$ cat config.mk
export PLATFORM = sky130hd
export DESIGN_NAME = dac_hold_ctrl
export DESIGN_NICKNAME = d
export VERILOG_FILES = /design/src/rtl/dac_hold_pkg.sv /design/src/rtl/dac_align.sv /design/src/rtl/dac_trig_sync.sv /design/src/rtl/dac_xfer_ctrl.sv /design/src/rtl/dac_hold_ctrl.sv
export SDC_FILE = /design/constraint.sdc
export NUM_CORES = 1
export LEC_CHECK = 0
export BUFFER_PORTS_ARGS = -buffer_cell sky130_fd_sc_hd__buf_2
export CAP_MARGIN = 20
export CORE_ASPECT_RATIO = 0.6
export CORE_UTILIZATION = 54
export DETAILED_ROUTE_END_ITERATION = 8
export PLACE_DENSITY_LB_ADDON = 0.2
export SYNTH_ARGS = -nofsm -noshare
export SYNTH_HDL_FRONTEND = slang
export SYNTH_SLANG_ARGS = --single-unit
$ cat constraint.sdc
create_clock -name clk_i -period 1.5 [get_ports clk_i]
set_input_delay 0.075 -clock clk_i [delete_from_list [all_inputs] [get_ports clk_i]]
set_output_delay 0.075 -clock clk_i [all_outputs]
set_load 0.005 [all_outputs]
$ cat src/rtl/dac_hold_pkg.sv
package dac_hold_pkg;
  typedef enum logic [1:0] {
    FMT_R8  = 2'd0,
    FMT_L12 = 2'd1,
    FMT_R12 = 2'd2,
    FMT_RSV = 2'd3
  } wr_fmt_e;

  typedef enum logic {
    SRC_SW  = 1'b0,
    SRC_EXT = 1'b1
  } trig_src_e;
endpackage

$ cat src/rtl/dac_align.sv
module dac_align #(
  parameter int DW = 12,
  parameter int BW = 16,
  parameter int NW = 8
) (
  input  logic          clk_i,
  input  logic          rst_ni,
  input  logic          wr_en_i,
  input  logic [1:0]    wr_sel_i,
  input  logic [BW-1:0] wr_data_i,
  output logic [DW-1:0] hold_o,
  output logic          wr_ok_o
);
  import dac_hold_pkg::*;

  localparam int PAD = DW - NW;

  logic [DW-1:0] hold_q, aligned;
  logic          fmt_ok;

  always_comb begin
    fmt_ok  = 1'b1;
    aligned = hold_q;
    unique case (wr_sel_i)
      FMT_R8:  aligned = {wr_data_i[NW-1:0], {PAD{1'b0}}};
      FMT_L12: aligned = wr_data_i[BW-1 -: DW];
      FMT_R12: aligned = wr_data_i[DW-1:0];
      default: fmt_ok  = 1'b0;
    endcase
  end

  assign wr_ok_o = wr_en_i & fmt_ok;

  always_ff @(posedge clk_i or negedge rst_ni) begin
    if (!rst_ni)      hold_q <= '0;
    else if (wr_ok_o) hold_q <= aligned;
  end

  assign hold_o = hold_q;
endmodule

$ cat src/rtl/dac_trig_sync.sv
module dac_trig_sync #(
  parameter int STAGES = 2
) (
  input  logic clk_i,
  input  logic rst_ni,
  input  logic ext_i,
  output logic rise_o
);
  logic [STAGES-1:0] sync_q;
  logic              last_q;

  // STAGES must be at least 2
  always_ff @(posedge clk_i or negedge rst_ni) begin
    if (!rst_ni) begin
      sync_q <= '0;
      last_q <= 1'b0;
    end else begin
      sync_q <= {sync_q[STAGES-2:0], ext_i};
      last_q <= sync_q[STAGES-1];
    end
  end

  assign rise_o = sync_q[STAGES-1] & ~last_q;
endmodule

$ cat src/rtl/dac_xfer_ctrl.sv
module dac_xfer_ctrl #(
  parameter int DW  = 12,
  parameter int LAT = 3
) (
  input  logic          clk_i,
  input  logic          rst_ni,
  input  logic [DW-1:0] hold_i,
  input  logic          wr_ok_i,
  input  logic          trig_en_i,
  input  logic          trig_sel_i,
  input  logic          sw_set_i,
  input  logic          ext_rise_i,
  output logic [DW-1:0] dout_o,
  output logic          sw_bit_o,
  output logic          pend_o,
  output logic          done_o,
  output logic          auto_o,
  output logic [DW-1:0] latch_o
);
  import dac_hold_pkg::*;

  localparam int            CW   = (LAT > 1) ? $clog2(LAT) : 1;
  localparam logic [CW-1:0] LAST = CW'(LAT - 1);

  logic [DW-1:0] dout_q, latch_q;
  logic [CW-1:0] cnt_q;
  logic          pend_q, sw_q, auto_q;
  logic          src_hit, evt, done;

  assign src_hit = (trig_sel_i == SRC_SW) ? sw_q : ext_rise_i;
  assign evt     = trig_en_i & ~pend_q & src_hit;
  assign done    = pend_q & (cnt_q == LAST);

  always_ff @(posedge clk_i or negedge rst_ni) begin
    if (!rst_ni) begin
      dout_q  <= '0;
      latch_q <= '0;
      cnt_q   <= '0;
      pend_q  <= 1'b0;
      sw_q    <= 1'b0;
      auto_q  <= 1'b0;
    end else begin
      auto_q <= wr_ok_i & ~trig_en_i;

      if (auto_q)    dout_q <= hold_i;
      else if (done) dout_q <= latch_q;

      if (done)          sw_q <= 1'b0;
      else if (sw_set_i) sw_q <= 1'b1;

      if (evt) begin
        pend_q  <= 1'b1;
        cnt_q   <= '0;
        latch_q <= hold_i;
      end else if (done) begin
        pend_q <= 1'b0;
      end else if (pend_q) begin
        cnt_q <= cnt_q + 1'b1;
      end
    end
  end

  assign dout_o   = dout_q;
  assign sw_bit_o = sw_q;
  assign pend_o   = pend_q;
  assign done_o   = done;
  assign auto_o   = auto_q;
  assign latch_o  = latch_q;
endmodule

$ cat src/rtl/dac_hold_ctrl.sv
module dac_hold_ctrl #(
  parameter int DW          = 12,
  parameter int BW          = 16,
  parameter int NW          = 8,
  parameter int TRIG_LAT    = 3,
  parameter int SYNC_STAGES = 2
) (
  input  logic          clk_i,
  input  logic          rst_ni,
  input  logic          wr_en_i,
  input  logic [1:0]    wr_sel_i,
  input  logic [BW-1:0] wr_data_i,
  input  logic          trig_en_i,
  input  logic          trig_sel_i,
  input  logic          sw_trig_i,
  input  logic          ext_trig_i,
  output logic [DW-1:0] dout_o,
  output logic          sw_trig_o
);
  logic [DW-1:0] hold_q, latch_q;
  logic          wr_ok, ext_rise, xfer_pend, xfer_done, auto_q;

  dac_align #(.DW(DW), .BW(BW), .NW(NW)) u_align (
    .clk_i, .rst_ni, .wr_en_i, .wr_sel_i, .wr_data_i,
    .hold_o (hold_q),
    .wr_ok_o(wr_ok)
  );

  dac_trig_sync #(.STAGES(SYNC_STAGES)) u_sync (
    .clk_i, .rst_ni,
    .ext_i (ext_trig_i),
    .rise_o(ext_rise)
  );

  dac_xfer_ctrl #(.DW(DW), .LAT(TRIG_LAT)) u_xfer (
    .clk_i, .rst_ni,
    .hold_i    (hold_q),
    .wr_ok_i   (wr_ok),
    .trig_en_i,
    .trig_sel_i,
    .sw_set_i  (sw_trig_i),
    .ext_rise_i(ext_rise),
    .dout_o,
    .sw_bit_o  (sw_trig_o),
    .pend_o    (xfer_pend),
    .done_o    (xfer_done),
    .auto_o    (auto_q),
    .latch_o   (latch_q)
  );
endmodule

* Yosys cells after proc, flatten, opt, wreduce, memory -nomap -nowiden
Index checks and enable logic that the tools add are counted.
Widths: inputs -> output; s select.
** Storage, ports and cells
- Register bits after elaboration :: 44
- Output and inout port bits :: 13
** Operators by class
- Reduce and logical (&&, ||, !) cells :: 9
- Bitwise logic cells :: 9
- $add $sub $neg :: 1
- Equality and inequality tests :: 4
- Multiplexer cells :: 12
** Operator list (number)
- $pmux 12 s3 :: 1
- $mux 12 :: 2
- $reduce_bool 2->1 :: 4
- $and 1x1->1 :: 6
- $mux 1 :: 6
- $mux 2 :: 3
- $eq 2x2->1 const B :: 2
- $reduce_and 2->1 :: 2
- $not 1->1 :: 3
- $reduce_bool 3->1 :: 1
- $reduce_or 3->1 :: 1
- $add 2x1->2 const B :: 1
- $eq 2x1->1 const B :: 1
- $logic_not 2->1 :: 1
- $ne 2x1->1 const B :: 1

* Longest topological paths before layout
Gate-level depths: netlist (run 1).
- Depth in word-level cells :: 6
- Gate-level depth with buffers :: 6
- Mapped depth without buffers :: 5

* Cells and area by module
A second synthesis (run 1) with hierarchy kept.
** Second synthesis, totals
- Cells, all modules :: 171
- Area, all modules :: 2019.4 um^2
** By module, submodules not included
- dac_xfer_ctrl :: cells an instance 98, area each 1253.7 um^2, sequential area each 725.7 um^2, times used 1
- dac_align :: cells an instance 69, area each 676.9 um^2, sequential area each 300.3 um^2, times used 1
- dac_trig_sync :: cells an instance 4, area each 88.8 um^2, sequential area each 75.1 um^2, times used 1

* Least setup slack after synthesis (run 1)
No wires, ideal clock.
- Path type :: register to register
- Start point :: reg u_xfer.sw_q, in the netlist u_xfer.sw_bit_o
- End point :: reg u_xfer.latch_q[10], in the netlist u_xfer.latch_o[10]
- Arrival time :: 1.244 ns
- Path slack :: 0.130 ns
- Stages on the path, launching flop included :: 5
- Setup time :: 0.125 ns
- Period minus slack after synthesis :: 1.370 ns
- Cell sequence :: dfrtp_1 -> or2b_1 -> a21oi_4 -> buf_12 -> mux2_4
** Between the ends
- Word-level cells in the longest chain between the ends :: 2
** RTL lines
- start, declared :: line dac_xfer_ctrl.sv:27 : logic pend_q, sw_q, auto_q;
- start signal, assigned :: line dac_xfer_ctrl.sv:40 : sw_q <= 1'b0;
- start signal, assigned :: line dac_xfer_ctrl.sv:48 : if (done) sw_q <= 1'b0;
- start signal, assigned :: line dac_xfer_ctrl.sv:49 : else if (sw_set_i) sw_q <= 1'b1;
- $mux 1 :: line dac_xfer_ctrl.sv:30 : assign src_hit = (trig_sel_i == SRC_SW) ? sw_q : ext_rise_i;
- $and 1x1->1 :: line dac_xfer_ctrl.sv:31 : assign evt = trig_en_i & ~pend_q & src_hit;
- end signal, assigned :: line dac_xfer_ctrl.sv:54 : latch_q <= hold_i;
- end, declared :: line dac_xfer_ctrl.sv:25 : logic [DW-1:0] dout_q, latch_q;
No other way between the ends.
A chain may end at the register's enable or synchronous reset.

* Worst setup path in the final report (run 1)
- Start point :: reg u_xfer.sw_q, in the netlist u_xfer.sw_bit_o
- End point :: reg u_xfer.latch_q[0], in the netlist u_xfer.latch_o[0]
The elaborated chain is that of the path after synthesis.

==> results.yml, run 1 <==
synthesis:
  synth_top_area_cell: "dfrtp_1"
  synthMuxAreaShare: 0.145
  synth_top_family_by_area: "compound AO/OA/AOI/OAI gates"
  synth_edf_count: 0
  synth_top_area_frac: 0.544
  seq_area_frac_synth: 0.544
  synth_cell_types: 27
  syn_avg_cell_area_um2: 11.8
  ys.warnings.count: 0
  synth-simple-area-share: 0.0964
  synth_nets: 201
  netlist_instances: 172
  yosys.area_share.xor_xnor: 0.00433
  synth_ff_type: "dfrtp_1"
  synth-adder-area-share: 0.0247
  synth_area_leaders: "dfrtp_1 54%, mux2_4 7.4%, mux2i_1 5.9%"
  async_reset_ff_frac: 1.00
  synthesis.area_um2: 2020
  synth_seq_cells: 44
  synth-compound-area-share: 0.151
critical_path:
  regToRegStartpoint: "u_xfer.sw_bit_o"
  crit_path_end_kind: "flop"
  path_cells: "or2b_1 > a21oi_4 > buf_12 > mux2_2"
  worst_ep_required_time_ns: 1.68
  crit_type: "reg2reg"
  crit_slowest_cell: "dfrtp_1"
  cp_data_arrival_time_ns: 1.60
  worstSetupStartpoint: "u_xfer.sw_bit_o"
  crit_path_max_fanout: 12
  cpPeakStageDelay_ns: 0.36
  reg2reg_to: "u_xfer.latch_o[0]"
  worstRegToRegCells: 4
  reg2reg_slack_ns: 0.08
  startpoint_type: "flop"
min_path:
  hold_class: "in2reg"
  hold_path_startpoint: "wr_data_i[0]"
  holdPathEnd: "u_align.hold_o[4]"
  hold_path_depth: 3
die:
  fp.dieArea_um2: 4010
  ioPinCount: 38
  num_rows: 16
  die_h_um: 49.4
  start_util: 0.591
  coreArea_um2: 3420
  die_w_um: 81.0
placed_design:
  dp_hpwl_um: 3110
  dp_cells: 252
  numPortBuffers: 37
  post_dp_cell_area_um2: 2280
  dp_slack_ns: 0.0797
  gp_congestion: 0.802
drt:
  num_vias: 1477
  antenna_left: 0
  routed_wl_um: 4150
  drc: 0
  wl_per_cell_um: 15.7
  vias_per_cell: 5.59
  dr.pass1.iters: 4
  drt_iter0_drc: 69
timing:
  final-setup-viol-count: 0
  final_hold_viol_count: 0
  holdWs_ns: 0.0906
  maxSlewHeadroom: 0.668
  fmax_mhz: 703
  worstMarginPinSlew_ns: 0.498
  tns_ns: 0
  final.min_clock_period_ns: 1.42
  fin_skew_ns: 0.00634
  timing.final.max_slew_violations: 0
  rsz0062_at_grt: "false"
  fin_crit_sh: 0.949
  final.setup.worst_slack_ns: 0.0772
power_and_ir_drop:
  p_leak_nw: 1.13
  power.density_nw_per_um2: 1550
  p_total_mw: 3.73
  irDropWorstVdd_uv: 830
layout:
  ff_latch_area_um2: 1100
  area_delta_synth_final_pct: 19.0
  fillers: 251
  diodes: 0
  instances_no_fill: 264
  final_util: 0.704
  fin_nets: 247
  multi_input_area_um2: 852
  drive_gt1_frac: 0.297
  final_cell_area_um2: 2410
global_route:
  grt_pass1_wl_um: 7100
  antenna_found_initial: 0
  grt_pass1_vias: 1468
  grt_remaining_overflow: 0
  grtUsageTotal: 0.245
  grt_max_degree: 25
cts:
  clk_latency_ns: 0.30
  clock_sinks: 44
  post_cts_buffers: 0
  cts_root_buffer: "clkbuf_8"
  cts_buffer_depth: 2
  cts_tree: "done"
  clk_pin_slew_worst_paths_ns: 0.08
  htree_levels: 2
  numCtsBuffers: 5
  cts_resized: 0
outcome:
  status: "finished, final reports clean"
run:
  drv_cap: 0
[worst max-delay path: cells and delay by family, from the launching register on]
kind | cells | cell delay (ns)
flip-flops | 1 | 0.36
multiplexers | 1 | 0.34
AND/OR/NAND/NOR | 1 | 0.28
buffers and inverters | 1 | 0.17
AO/OA/AOI/OAI | 1 | 0.16
[placed cells by master (no fill, tap or decap), drive strengths merged]
| cell | synthesis | final |
|---|---|---|
| buf | 5 | 45 |
| dfrtp | 44 | 44 |
| nand2 | 27 | 27 |
| o21ai | 17 | 17 |
| mux2i | 12 | 12 |
| mux2 | 12 | 12 |
| o31ai | 9 | 9 |
| a221oi | 8 | 8 |
| nor2b | 8 | 8 |
| clkbuf | 5 | 8 |
| a22oi | 4 | 4 |
| ha | 4 | 4 |
| dlygate4sd3 | 0 | 4 |
| inv | 3 | 3 |
| nand2b | 3 | 3 |
| o21a | 2 | 2 |
| a21oi | 2 | 2 |
| nor2 | 1 | 1 |
| or2 | 1 | 1 |
| or2b | 1 | 1 |
| nand3b | 1 | 1 |
| a21boi | 1 | 1 |
| xnor2 | 1 | 1 |
| o2bb2ai | 1 | 1 |
[state kept, by name (all words and copies together) (netlist names), 2 cells and up]
name,count
u_xfer.cnt_q,2
u_xfer.dout_o,12
u_sync.sync_q,2
u_xfer.latch_o,12
u_align.hold_o,12
[kinds of logic after synthesis]
family | Yosys count
simple gates | 42
mux | 24
flops | 44
buf+inv | 13
fa+ha+maj | 4
compound gates | 44
xor+xnor | 1
[what timing repair did]
item,in CTS,in global routing
hold buffers,4,0
hold endpoints to repair,24,0
setup endpoints to repair,0,0
[power by group]
part | switching, mW | internal (mW) | total (mW)
registers | 0.236 | 1.57 | 1.81
clock network | 0.381 | 0.376 | 0.757
logic | 0.539 | 0.632 | 1.17
[synth_stat cells, types with 2 or more instances]
cell       n
o31ai_1    9
mux2i_1   12
dfrtp_1   44
o21a_1     2
a221oi_1   8
ha_1       4
nand2_1   27
buf_2      4
nand2b_1   3
clkbuf_1   4
mux2_4    10
mux2_2     2
nor2b_1    8
inv_1      3
o21ai_0   17
a22oi_1    4
[area by class of cell]
type,instances,share of cell area
tap,45,0.0234
inverter,3,0.00468
timing repair buffer,49,0.124
clock buffer,8,0.0374
sequential,44,0.457
multi-input combinational,115,0.354
[per-layer routing]
metal | routed length, µm | track usage
met1 | 2020 | 0.357
met2 | 1810 | 0.356
met3 | 240 | 0.0505
met4 | 76 | 0.0982
met5 | 0 | 0
[worst max-delay path by stage]
stage,depth (start not counted),to,slack [ns]
3_5_place_dp,4,u_xfer.latch_o[0],0.08
5_1_grt,6,u_xfer.dout_o[6],0.01
2_1_floorplan,4,u_xfer.latch_o[10],0.13
3_3_place_gp,4,u_xfer.latch_o[0],0.14
4_1_cts,4,u_xfer.latch_o[0],0.07
6_report,4,u_xfer.latch_o[0],0.08
(Power assumes the default switching activity.)
==> inputs of run 2 (changes only) <==
- CORE_MARGIN: not set -> 2
==> run 2 against run 1 <==
  * Global-route usage decreased by 3.9 points
  * Sequential share of layout area about the same
  * Routed wire length decreased by 5.2%
  * Flip-flop and latch count unchanged
  * Critical path type unchanged
  * Critical endpoint is now u_xfer.latch_o[11]
==> results.yml, run 2 (synthesis results as in run 1) <==
critical_path:
  crit_type: "reg2reg"
  path_cells: "or2b_1 > a21oi_4 > buf_12 > mux2_2"
  cp_num_buf_inv: 1
  startpoint_type: "flop"
  crit_family: "flip-flops"
  cpPeakStageDelay_ns: 0.36
  worst_ep_required_time_ns: 1.68
  crit_path_end_kind: "flop"
  crit_path_max_fanout: 12
  cp_data_arrival_time_ns: 1.60
  crit_slowest_cell: "dfrtp_1"
placed_design:
  numPortBuffers: 37
  dp_slack_ns: 0.0852
  gp_congestion: 0.721
  dp_hpwl_um: 2990
power_and_ir_drop:
  p_leak_nw: 1.13
  irDropWorstVdd_uv: 707
  p_sw_mw: 1.13
  power.density_nw_per_um2: 1540
  p_total_mw: 3.71
  clkPwrFrac: 0.201
  comb_power_share: 0.316
  seqPwrFrac: 0.483
  swShare: 0.305
  internal_power_mw: 2.58
cts:
  clock_sinks: 44
  numCtsBuffers: 5
  cts_buffer_depth: 2
  cts_root_buffer: "clkbuf_8"
  clk_pin_slew_worst_paths_ns: 0.08
  cts_tree: "done"
  htree_levels: 2
  post_cts_buffers: 0
  clk_latency_ns: 0.29
die:
  start_util: 0.557
  ioPinCount: 38
  num_rows: 17
  fp.dieArea_um2: 4270
  coreArea_um2: 3640
  die_h_um: 51.4
  die_w_um: 83.0
drt:
  vias_per_cell: 5.44
  routed_wl_um: 3930
  num_vias: 1441
  drt_iter0_drc: 67
  dr.pass1.iters: 4
  antenna_left: 0
  drc: 0
  wl_per_cell_um: 14.8
layout:
  diodes: 0
  drive_gt1_frac: 0.294
  fin_nets: 246
  mostFrequentLayoutCells: "44 x dfrtp_1, 37 x buf_2, 27 x nand2_1, 17 x o21ai_0, 12 x mux2i_1"
  area_delta_synth_final_pct: 18.9
  layout_commonest_cell: "dfrtp_1"
global_route:
  grt_max_degree: 45
  grt_remaining_overflow: 0
  grtUsageTotal: 0.206
  grt_pass1_wl_um: 6670
  antenna_found_initial: 0
  grt_pass1_vias: 1392
timing:
  final.setup.worst_slack_ns: 0.0817
  fin_crit_sh: 0.946
  final.min_clock_period_ns: 1.42
  worstMarginPinSlew_ns: 0.528
  fin_skew_ns: 0.00598
  maxSlewHeadroom: 0.648
  rsz0062_at_grt: "false"
  final_hold_viol_count: 0
  final-setup-viol-count: 0
  timing.final.max_slew_violations: 0
  tns_ns: 0
  fmax_mhz: 705
run:
  drv_cap: 0
outcome:
  status: "finished, final reports clean"
min_path:
  hold_class: "in2reg"
## run 2: area by class of cell
class	instances	area, µm²
fill	295	1230
clock buffer	8	90.1
tap	47	58.8
multi-input combinational	115	852
timing repair buffer	48	294
inverter	3	11.3
sequential	44	1100
## run 2: final timing paths
| kind | from | endpoint | slack, ns | cells past startpoint |
|---|---|---|---|---|
| max reg2reg | u_xfer.sw_bit_o | u_xfer.latch_o[11] | 0.08 | 4 |
| min | wr_data_i[2] | u_align.hold_o[6] | 0.1 | 3 |
| max in group asynchronous | rst_ni | u_xfer.latch_o[4] | 0.74 | 3 |
| min reg2reg | u_sync.sync_q[0] | u_sync.sync_q[1] | 0.38 | 0 |
| max | u_xfer.sw_bit_o | u_xfer.latch_o[11] | 0.08 | 4 |
| min in group asynchronous | rst_ni | u_align.hold_o[7] | 0.39 | 3 |
## run 2: power groups by stage
| stage | logic, mW | clock network [mW] | registers, mW |
|---|---|---|---|
| after floorplan | 0.753 | 0 | 1.79 |
| after global placement | 1.10 | 0 | 1.79 |
| after detailed placement | 1.17 | 0 | 1.81 |
| after CTS | 1.18 | 0.767 | 1.79 |
| after global routing | 1.31 | 0.829 | 1.84 |
| final | 1.17 | 0.746 | 1.79 |
## run 2: repair_timing
item,in CTS,in global routing
hold endpoints to repair,47,0
endpoints found under the setup margin,0,3
resized for setup,0,1
hold buffers,4,0
## run 2: through the flow
stage | std cells | hold slack, ns | cell area, µm² | utilization
after global routing | 265 | 0.107 | 2410 | 0.662
after detailed placement | 253 | 0.177 | 2270 | 0.625
final | 265 | 0.0954 | 2410 | 0.662
after floorplan | 172 | -0.221 | 2020 | -
after CTS | 265 | 0.0897 | 2400 | 0.661
after global placement | 253 | 0.163 | 2270 | 0.625
## run 2: metal layers
layer / vias to the layer above / global-route usage / share of wire
li1: 699 / - / -
met1: 693 / 0.283 / 0.50
met2: 46 / 0.325 / 0.44
met3: 3 / 0.0533 / 0.056
met4: 0 / 0.0656 / 0.0087
met5: - / 0 / 0
## run 2: worst min-delay path, cell delays in order
cell and delay (ns):
buf_2 0.10, nor2b_1 0.10, o31ai_1 0.07
